<file path="src/rtl/serpm_pkg.sv">
package serpm_pkg;

  localparam int REG_W      = 4;
  localparam int BIT_AUTO   = 3;
  localparam int BIT_SRST   = 2;
  localparam int BIT_IDLE   = 1;
  localparam int BIT_DIRECT = 0;

  // control -> datapath strobes
  typedef struct packed {
    logic portRst;
    logic autoPd;
  } ctlStrobes_t;

  // datapath -> control status
  typedef struct packed {
    logic idleCond;
    logic wake;
    logic idleBit;
  } dpStatus_t;

endpackage

</file>
<file path="src/rtl/serpm_dp.sv">
module serpm_dp
  import serpm_pkg::*;
#(
  parameter int TIMEOUT_LOAD = 1024,
  parameter int PRESCALE     = 16,
  parameter int SYNC_STAGES  = 2
) (
  input  logic        clk,
  input  logic        rstN,
  input  ctlStrobes_t strobes,
  input  logic        txEmpty,
  input  logic        rxEmpty,
  input  logic        fifoPush,
  input  logic        fifoPop,
  input  logic        hostAccess,
  input  logic        rxd,
  output dpStatus_t   status
);

  localparam int TO_W = $clog2(TIMEOUT_LOAD + 1);
  localparam int PS_W = (PRESCALE > 1) ? $clog2(PRESCALE) : 1;
  localparam logic [TO_W-1:0] TO_RELOAD = TO_W'(TIMEOUT_LOAD);
  localparam logic [PS_W-1:0] PS_LAST   = PS_W'(PRESCALE - 1);

  // receive line synchronizer, idle level is high
  logic [SYNC_STAGES-1:0] rxSync;
  logic rxPrev;
  logic rxLine;
  logic rxEdge;
  logic rxFall;

  always_ff @(posedge clk or negedge rstN) begin
    if (!rstN) begin
      rxSync <= '1;
      rxPrev <= 1'b1;
    end else begin
      rxSync[0] <= rxd;
      for (int i = 1; i < SYNC_STAGES; i++) rxSync[i] <= rxSync[i-1];
      rxPrev <= rxLine;
    end
  end

  assign rxLine = rxSync[SYNC_STAGES-1];
  assign rxEdge = rxLine ^ rxPrev;
  assign rxFall = rxPrev & ~rxLine;

  // prescaled tick
  logic tick;
  if (PRESCALE > 1) begin : g_div
    logic [PS_W-1:0] psCnt;
    always_ff @(posedge clk or negedge rstN) begin
      if (!rstN)                                psCnt <= '0;
      else if (strobes.portRst || psCnt == PS_LAST) psCnt <= '0;
      else                                      psCnt <= psCnt + PS_W'(1);
    end
    assign tick = (psCnt == PS_LAST);
  end else begin : g_nodiv
    assign tick = 1'b1;
  end

  // inactivity timeout
  logic [TO_W-1:0] toCnt;
  logic reloadEv;
  logic expired;

  assign reloadEv = fifoPush | fifoPop | rxEdge | hostAccess;
  assign expired  = (toCnt == '0);

  always_ff @(posedge clk or negedge rstN) begin
    if (!rstN)                          toCnt <= TO_RELOAD;
    else if (strobes.portRst || reloadEv) toCnt <= TO_RELOAD;
    else if (tick && !expired)          toCnt <= toCnt - TO_W'(1);
  end

  // idle status bit
  logic bothEmpty;
  logic idleQ;
  assign bothEmpty = txEmpty & rxEmpty;

  always_ff @(posedge clk or negedge rstN) begin
    if (!rstN)               idleQ <= 1'b0;
    else if (strobes.portRst) idleQ <= 1'b0;
    else if (strobes.autoPd)  idleQ <= bothEmpty;
    else                     idleQ <= bothEmpty & expired;
  end

  assign status.idleCond = bothEmpty & expired;
  assign status.wake     = hostAccess | rxFall;
  assign status.idleBit  = idleQ;

endmodule

</file>
<file path="src/rtl/serpm_ctrl.sv">
module serpm_ctrl
  import serpm_pkg::*;
#(
  parameter int RESET_HOLD = 113000
) (
  input  logic             clk,
  input  logic             rstN,
  input  logic             regWe,
  input  logic             regRe,
  input  logic [REG_W-1:0] regWdata,
  output logic [REG_W-1:0] regRdata,
  input  dpStatus_t        status,
  output ctlStrobes_t      strobes,
  output logic             portRst,
  output logic             trxRst,
  output logic             pwrDown
);

  localparam int HOLD_W = $clog2(RESET_HOLD + 1);
  localparam logic [HOLD_W-1:0] HOLD_LOAD = HOLD_W'(RESET_HOLD);

  logic              autoEn;
  logic              softBit;
  logic              directPd;
  logic              autoPd;
  logic [HOLD_W-1:0] holdCnt;
  logic              srstWrite;
  logic              rstActive;

  assign srstWrite = regWe & regWdata[BIT_SRST];
  assign rstActive = softBit | (holdCnt != '0);

  // soft reset bit and stretch counter
  always_ff @(posedge clk or negedge rstN) begin
    if (!rstN) begin
      softBit <= 1'b0;
      holdCnt <= '0;
    end else begin
      if (regWe) softBit <= regWdata[BIT_SRST];
      if (srstWrite)            holdCnt <= HOLD_LOAD;
      else if (holdCnt != '0)   holdCnt <= holdCnt - HOLD_W'(1);
    end
  end

  // mode bits: cleared by the soft reset, otherwise software owned
  always_ff @(posedge clk or negedge rstN) begin
    if (!rstN) begin
      autoEn   <= 1'b0;
      directPd <= 1'b0;
    end else if (rstActive || srstWrite) begin
      autoEn   <= 1'b0;
      directPd <= 1'b0;
    end else if (regWe) begin
      autoEn   <= regWdata[BIT_AUTO];
      directPd <= regWdata[BIT_DIRECT];
    end
  end

  // automatic powerdown state; clearing wins over entry
  always_ff @(posedge clk or negedge rstN) begin
    if (!rstN)                              autoPd <= 1'b0;
    else if (rstActive || !autoEn || status.wake) autoPd <= 1'b0;
    else if (status.idleCond)               autoPd <= 1'b1;
  end

  // registered read port
  always_ff @(posedge clk or negedge rstN) begin
    if (!rstN) regRdata <= '0;
    else if (regRe) begin
      regRdata[BIT_AUTO]   <= autoEn;
      regRdata[BIT_SRST]   <= softBit;
      regRdata[BIT_IDLE]   <= status.idleBit;
      regRdata[BIT_DIRECT] <= directPd;
    end
  end

  assign strobes.portRst = rstActive;
  assign strobes.autoPd  = autoPd;

  assign portRst = rstActive;
  assign trxRst  = directPd | rstActive;
  assign pwrDown = (directPd | autoPd) & ~rstActive;

endmodule

</file>
<file path="src/rtl/serpm_top.sv">
module serpm_top
  import serpm_pkg::*;
#(
  parameter int TIMEOUT_LOAD = 1024,
  parameter int PRESCALE     = 16,
  parameter int SYNC_STAGES  = 2,
  parameter int RESET_HOLD   = 113000
) (
  input  logic             clk,
  input  logic             rstN,
  input  logic             regWe,
  input  logic             regRe,
  input  logic [REG_W-1:0] regWdata,
  output logic [REG_W-1:0] regRdata,
  input  logic             txEmpty,
  input  logic             rxEmpty,
  input  logic             fifoPush,
  input  logic             fifoPop,
  input  logic             hostAccess,
  input  logic             rxd,
  output logic             portRst,
  output logic             trxRst,
  output logic             pwrDown
);

  ctlStrobes_t strobes;
  dpStatus_t   status;

  serpm_ctrl #(
    .RESET_HOLD(RESET_HOLD)
  ) u_ctrl (
    .clk      (clk),
    .rstN     (rstN),
    .regWe    (regWe),
    .regRe    (regRe),
    .regWdata (regWdata),
    .regRdata (regRdata),
    .status   (status),
    .strobes  (strobes),
    .portRst  (portRst),
    .trxRst   (trxRst),
    .pwrDown  (pwrDown)
  );

  serpm_dp #(
    .TIMEOUT_LOAD(TIMEOUT_LOAD),
    .PRESCALE    (PRESCALE),
    .SYNC_STAGES (SYNC_STAGES)
  ) u_dp (
    .clk        (clk),
    .rstN       (rstN),
    .strobes    (strobes),
    .txEmpty    (txEmpty),
    .rxEmpty    (rxEmpty),
    .fifoPush   (fifoPush),
    .fifoPop    (fifoPop),
    .hostAccess (hostAccess),
    .rxd        (rxd),
    .status     (status)
  );

endmodule

</file>
<file path="config.mk">
export PLATFORM = sky130hd
export DESIGN_NAME = serpm_top
export DESIGN_NICKNAME = d
export VERILOG_FILES = /design/src/rtl/serpm_pkg.sv /design/src/rtl/serpm_dp.sv /design/src/rtl/serpm_ctrl.sv /design/src/rtl/serpm_top.sv
export SDC_FILE = /design/constraint.sdc
export NUM_CORES = 1
export LEC_CHECK = 0
export ABC_CLOCK_PERIOD_IN_PS = 2500
export BUFFER_PORTS_ARGS = -buffer_cell sky130_fd_sc_hd__buf_2
export CORE_MARGIN = 2
export CORE_UTILIZATION = 53
export DETAILED_ROUTE_END_ITERATION = 10
export GPL_TIMING_DRIVEN = 0
export MAX_ROUTING_LAYER = met4
export PLACE_DENSITY_LB_ADDON = 0.2
export SLEW_MARGIN = 40
export SYNTH_ARGS = -nofsm -noshare
export SYNTH_HDL_FRONTEND = slang
export SYNTH_SLANG_ARGS = --single-unit
</file>
<file path="constraint.sdc">
create_clock -name clk -period 2.5 [get_ports clk]
set_input_delay 0.75 -clock clk [delete_from_list [all_inputs] [get_ports clk]]
set_output_delay 0.75 -clock clk [all_outputs]
set_load 0.05 [all_outputs]
</file>
==> run_results.csv <==
group,metric,value,unit
worst_setup_path,worst_setup_path_startpoint,"u_ctrl.holdCnt[11]",
global_route,antenna_found_initial,0,
cells_and_area,area_growth,18.07,%
global_route,grt_start_max_net_pins,45,
cells_and_area,post_layout_nonfiller_instances,311,
cts,clock_tree_from_tritoncts,"yes",
cells_and_area,finalCoreUtilization,65.49,%
timing,final-max-slew-violation-count,0,
run_status,violations,"negative setup slack",
timing,relSlewSlack,60.69,%
yosys,yosys_warnings,0,
routing,drt_first_iter_violations,107,
worst_setup_path,r2r_slack,0.34,ns
worst_setup_path,critPathArrivalTime,1.99,ns
yosys,syn-cell-area,2251,um^2
routing,drcViolationCount,0,
place,numPlacedInstances,292,
yosys,synth.lib_cells_used.distinct,44,
global_route,met3_usage,3.634,%
floorplan,core,4058,um^2
place,post-dp-hpwl,3019,um
timing,hold_violations,0,
yosys,synthArstFlopShare,100.0,%
cts,cts_num_sinks,44,
power,power.ir.vdd_worst,435.9,uV
yosys,yosysSeqAreaShare,49.14,%
place,place.gp.congestion,0.8616,
timing,timing.clock.skew,0.01178,ns
timing,setup_ws,-0.2443,ns
worst_setup_path,timing_worst_setup_path_type,"register to primary output",
cells_and_area,postLayoutCellArea,2658,um^2
cts,maximum_buffer_depth_of_the_clock_tree,2,
cells_and_area,n_fill_cell,330,
power,static-leakage-power,1.026,nW
power,post-layout-total-power,1.633,mW
yosys,synth_seq_cells,44,
routing,wire_per_inst,14.56,um
cts,clk_latency,0.30,ns
place,number_of_buffers_added_on_ports,19,
place,detailed_place.area,2419,um^2
yosys,synth_edf_count,0,
floorplan,top_level_pins,21,
cts,clock_tree.htree_level_count,2,
timing,whs,0.3601,ns
global_route,global_route.peak_usage_layer,"met1",
timing,final-setup-viol-count,3,
routing,detail_route.first_pass.iterations,4,
timing,fin_crit_sh,109.8,%
power,power.density,614.6,nW/um^2
cells_and_area,layout.nets,279,
place,place_worst_setup_slack,-0.1098,ns
worst_setup_path,worst_reg2reg_path_depth,8,
run_status,run_status,"finished with violations",
global_route,vias_in_the_first_global_route,1763,
floorplan,effective_utilization_at_floorplan,55.47,%
timing,worst-slew-pin-transition,0.5852,ns
cts,clkSlewWorstSetupHoldPaths,0.09,ns
worst_setup_path,worst_setup_path_start_kind,"register",
worst_setup_path,critPathMaxFanout,2,
floorplan,dieArea,4784,um^2
worst_setup_path,crit-reg2reg-capture,"u_ctrl.autoPd",
hold_path,timing.hold.worst.class,"register to register",
worst_setup_path,cp_data_required_time,1.75,ns
routing,drtAntennaViolNets,0,
worst_setup_path,endpoint_kind_of_the_worst_setup_timing_path,"primary output",
worst_setup_path,critPathCapture,"trxRst",
floorplan,die_w,69.17,um
cts,cts_inserted_buffers,5,
routing,vias,1875,
yosys,yosys_most_used_dff,"dfrtp_1",
timing,setup_tns,-0.6126,ns
global_route,grt.overflow.total,0,
global_route,grt.met1_usage,31.32,%
yosys,mappedNetlistNets,242,
cells_and_area,drive_above_1_share,26.44,%
timing,grt_setup_unrepaired,"yes",
worst_setup_path,r2r_start,"u_ctrl.holdCnt[11]",
timing,fin_crit,2.744,ns
global_route,grt_pass1_wl,8252,um
cells_and_area,count_of_inserted_antenna_diode_cells,0,
routing,wirelength,4527,um
floorplan,core.rowCount,23,
global_route,global_routing_usage_summed_across_all_routing_layers,21.46,%
cts,cts_root_buffer,"clkbuf_8",
global_route,met2_demand_to_capacity_share_in_global_routing,31.20,%
floorplan,fp.dieH,69.17,um
flow_run,total_of_max_cap_violations,0,
timing,max_clock_freq,364.4,MHz
routing,route.detailed.vias_per_inst,6.029,
yosys,netlist_instances,223,
yosys,syn-mean-instance-area,10.09,um^2
-- layer usage --
metal	vias to the layer above	share of wire [%]
met4	0	0.75
met5	-	0
li1	918	-
met1	908	50
met2	45	45
met3	4	4.0
-- where the power goes --
| group | internal, mW | switching [mW] | total [mW] |
|---|---|---|---|
| clock network | 0.301 | 0.257 | 0.558 |
| registers | 0.757 | 0.0360 | 0.793 |
| logic | 0.108 | 0.173 | 0.282 |
| total | 1.17 | 0.466 | 1.63 |
-- worst min path at each step --
stage / to / slack [ns] / cells after the start / from
floorplan: u_dp.rxSync[1] / 0.35 / 0 / u_dp.rxSync[0]
global placement: u_dp.rxSync[1] / 0.35 / 0 / u_dp.rxSync[0]
detailed placement: u_dp.rxSync[1] / 0.35 / 0 / u_dp.rxSync[0]
CTS: u_dp.rxSync[1] / 0.36 / 0 / u_dp.rxSync[0]
global route: u_dp.rxSync[1] / 0.37 / 0 / u_dp.rxSync[0]
finish: u_dp.rxSync[1] / 0.36 / 0 / u_dp.rxSync[0]
-- cell type report --
cell class,count,area [um^2],share of cell area (%)
Buffer,5,27.53,1.036
Clock buffer,5,68.82,2.589
Clock inverter,3,46.29,1.742
Inverter,8,30.03,1.130
Multi-Input combinational cell,166,1111,41.81
Sequential cell,44,1109,41.71
Tap cell,50,62.56,2.354
Timing Repair Buffer,30,202.7,7.627
-- critical path: stages (launching register included) --
cell and delay, ns:
dfrtp_1 0.39, or4_4 0.57, nor4_4 0.17, nand3_1 0.15
or2_4 0.28, buf_6 0.15
-- cells in the mapped netlist, drive strengths merged (3+ instances only) --
library cell  number  area share (%)
dfstp              4             4.7
dfrtp             40              44
nor4               7             3.2
inv                8             1.3
nor2b              4             1.1
mux2               4             2.0
nand3             13             2.9
ha                 5             2.8
nand2             11             1.8
or4                9             3.3
or2                4             1.1
nor3               7             1.6
nor2              15             2.5
a21oi             16             3.6
nand4              3            0.83
clkbuf             3            0.50
o21ai             15             3.3
o31ai             11             3.7
or3               15             5.0
-- sequential cells by signal (all words and copies together), names as in the netlist, 2 cells and up --
name	count
u_dp.toCnt	11
u_ctrl.holdCnt	17
u_ctrl.regRdata	4
u_dp.rxSync	2
u_dp.g_div.psCnt	4
-- cells in the final DEF (no fill, tap or decap), types with 5 or more instances in the layout --
master / Yosys / final
dfrtp_1: 40 / 38
a21oi_1: 16 / 16
buf_2: 1 / 16
o21ai_0: 15 / 15
nor2_1: 15 / 14
nand3_1: 13 / 13
buf_4: 0 / 12
nand2_1: 11 / 11
o31ai_1: 11 / 11
or3_1: 9 / 9
inv_1: 8 / 8
nor3_1: 7 / 7
or4_1: 7 / 7
ha_1: 5 / 5
clkbuf_8: 0 / 5
-- kinds of logic after synthesis --
logic type	after synthesis	synth area share (%)
AND/OR/NAND/NOR	101	27.90
AO/OA/AOI/OAI	54	14.84
flip-flops	44	49.14
buffers and inverters	13	2.557
adder cells (fa/ha/maj)	5	2.779
multiplexers	4	2.001
XOR/XNOR	2	0.7784
-- repair_timing --
action	CTS	global route
setup buffers	10	1
pin swaps	2	0
setup endpoints to repair	3	3
hold buffers	0	0
gates resized for setup	11	1
endpoints found under the hold margin	0	0
(Power assumes the default switching activity.)
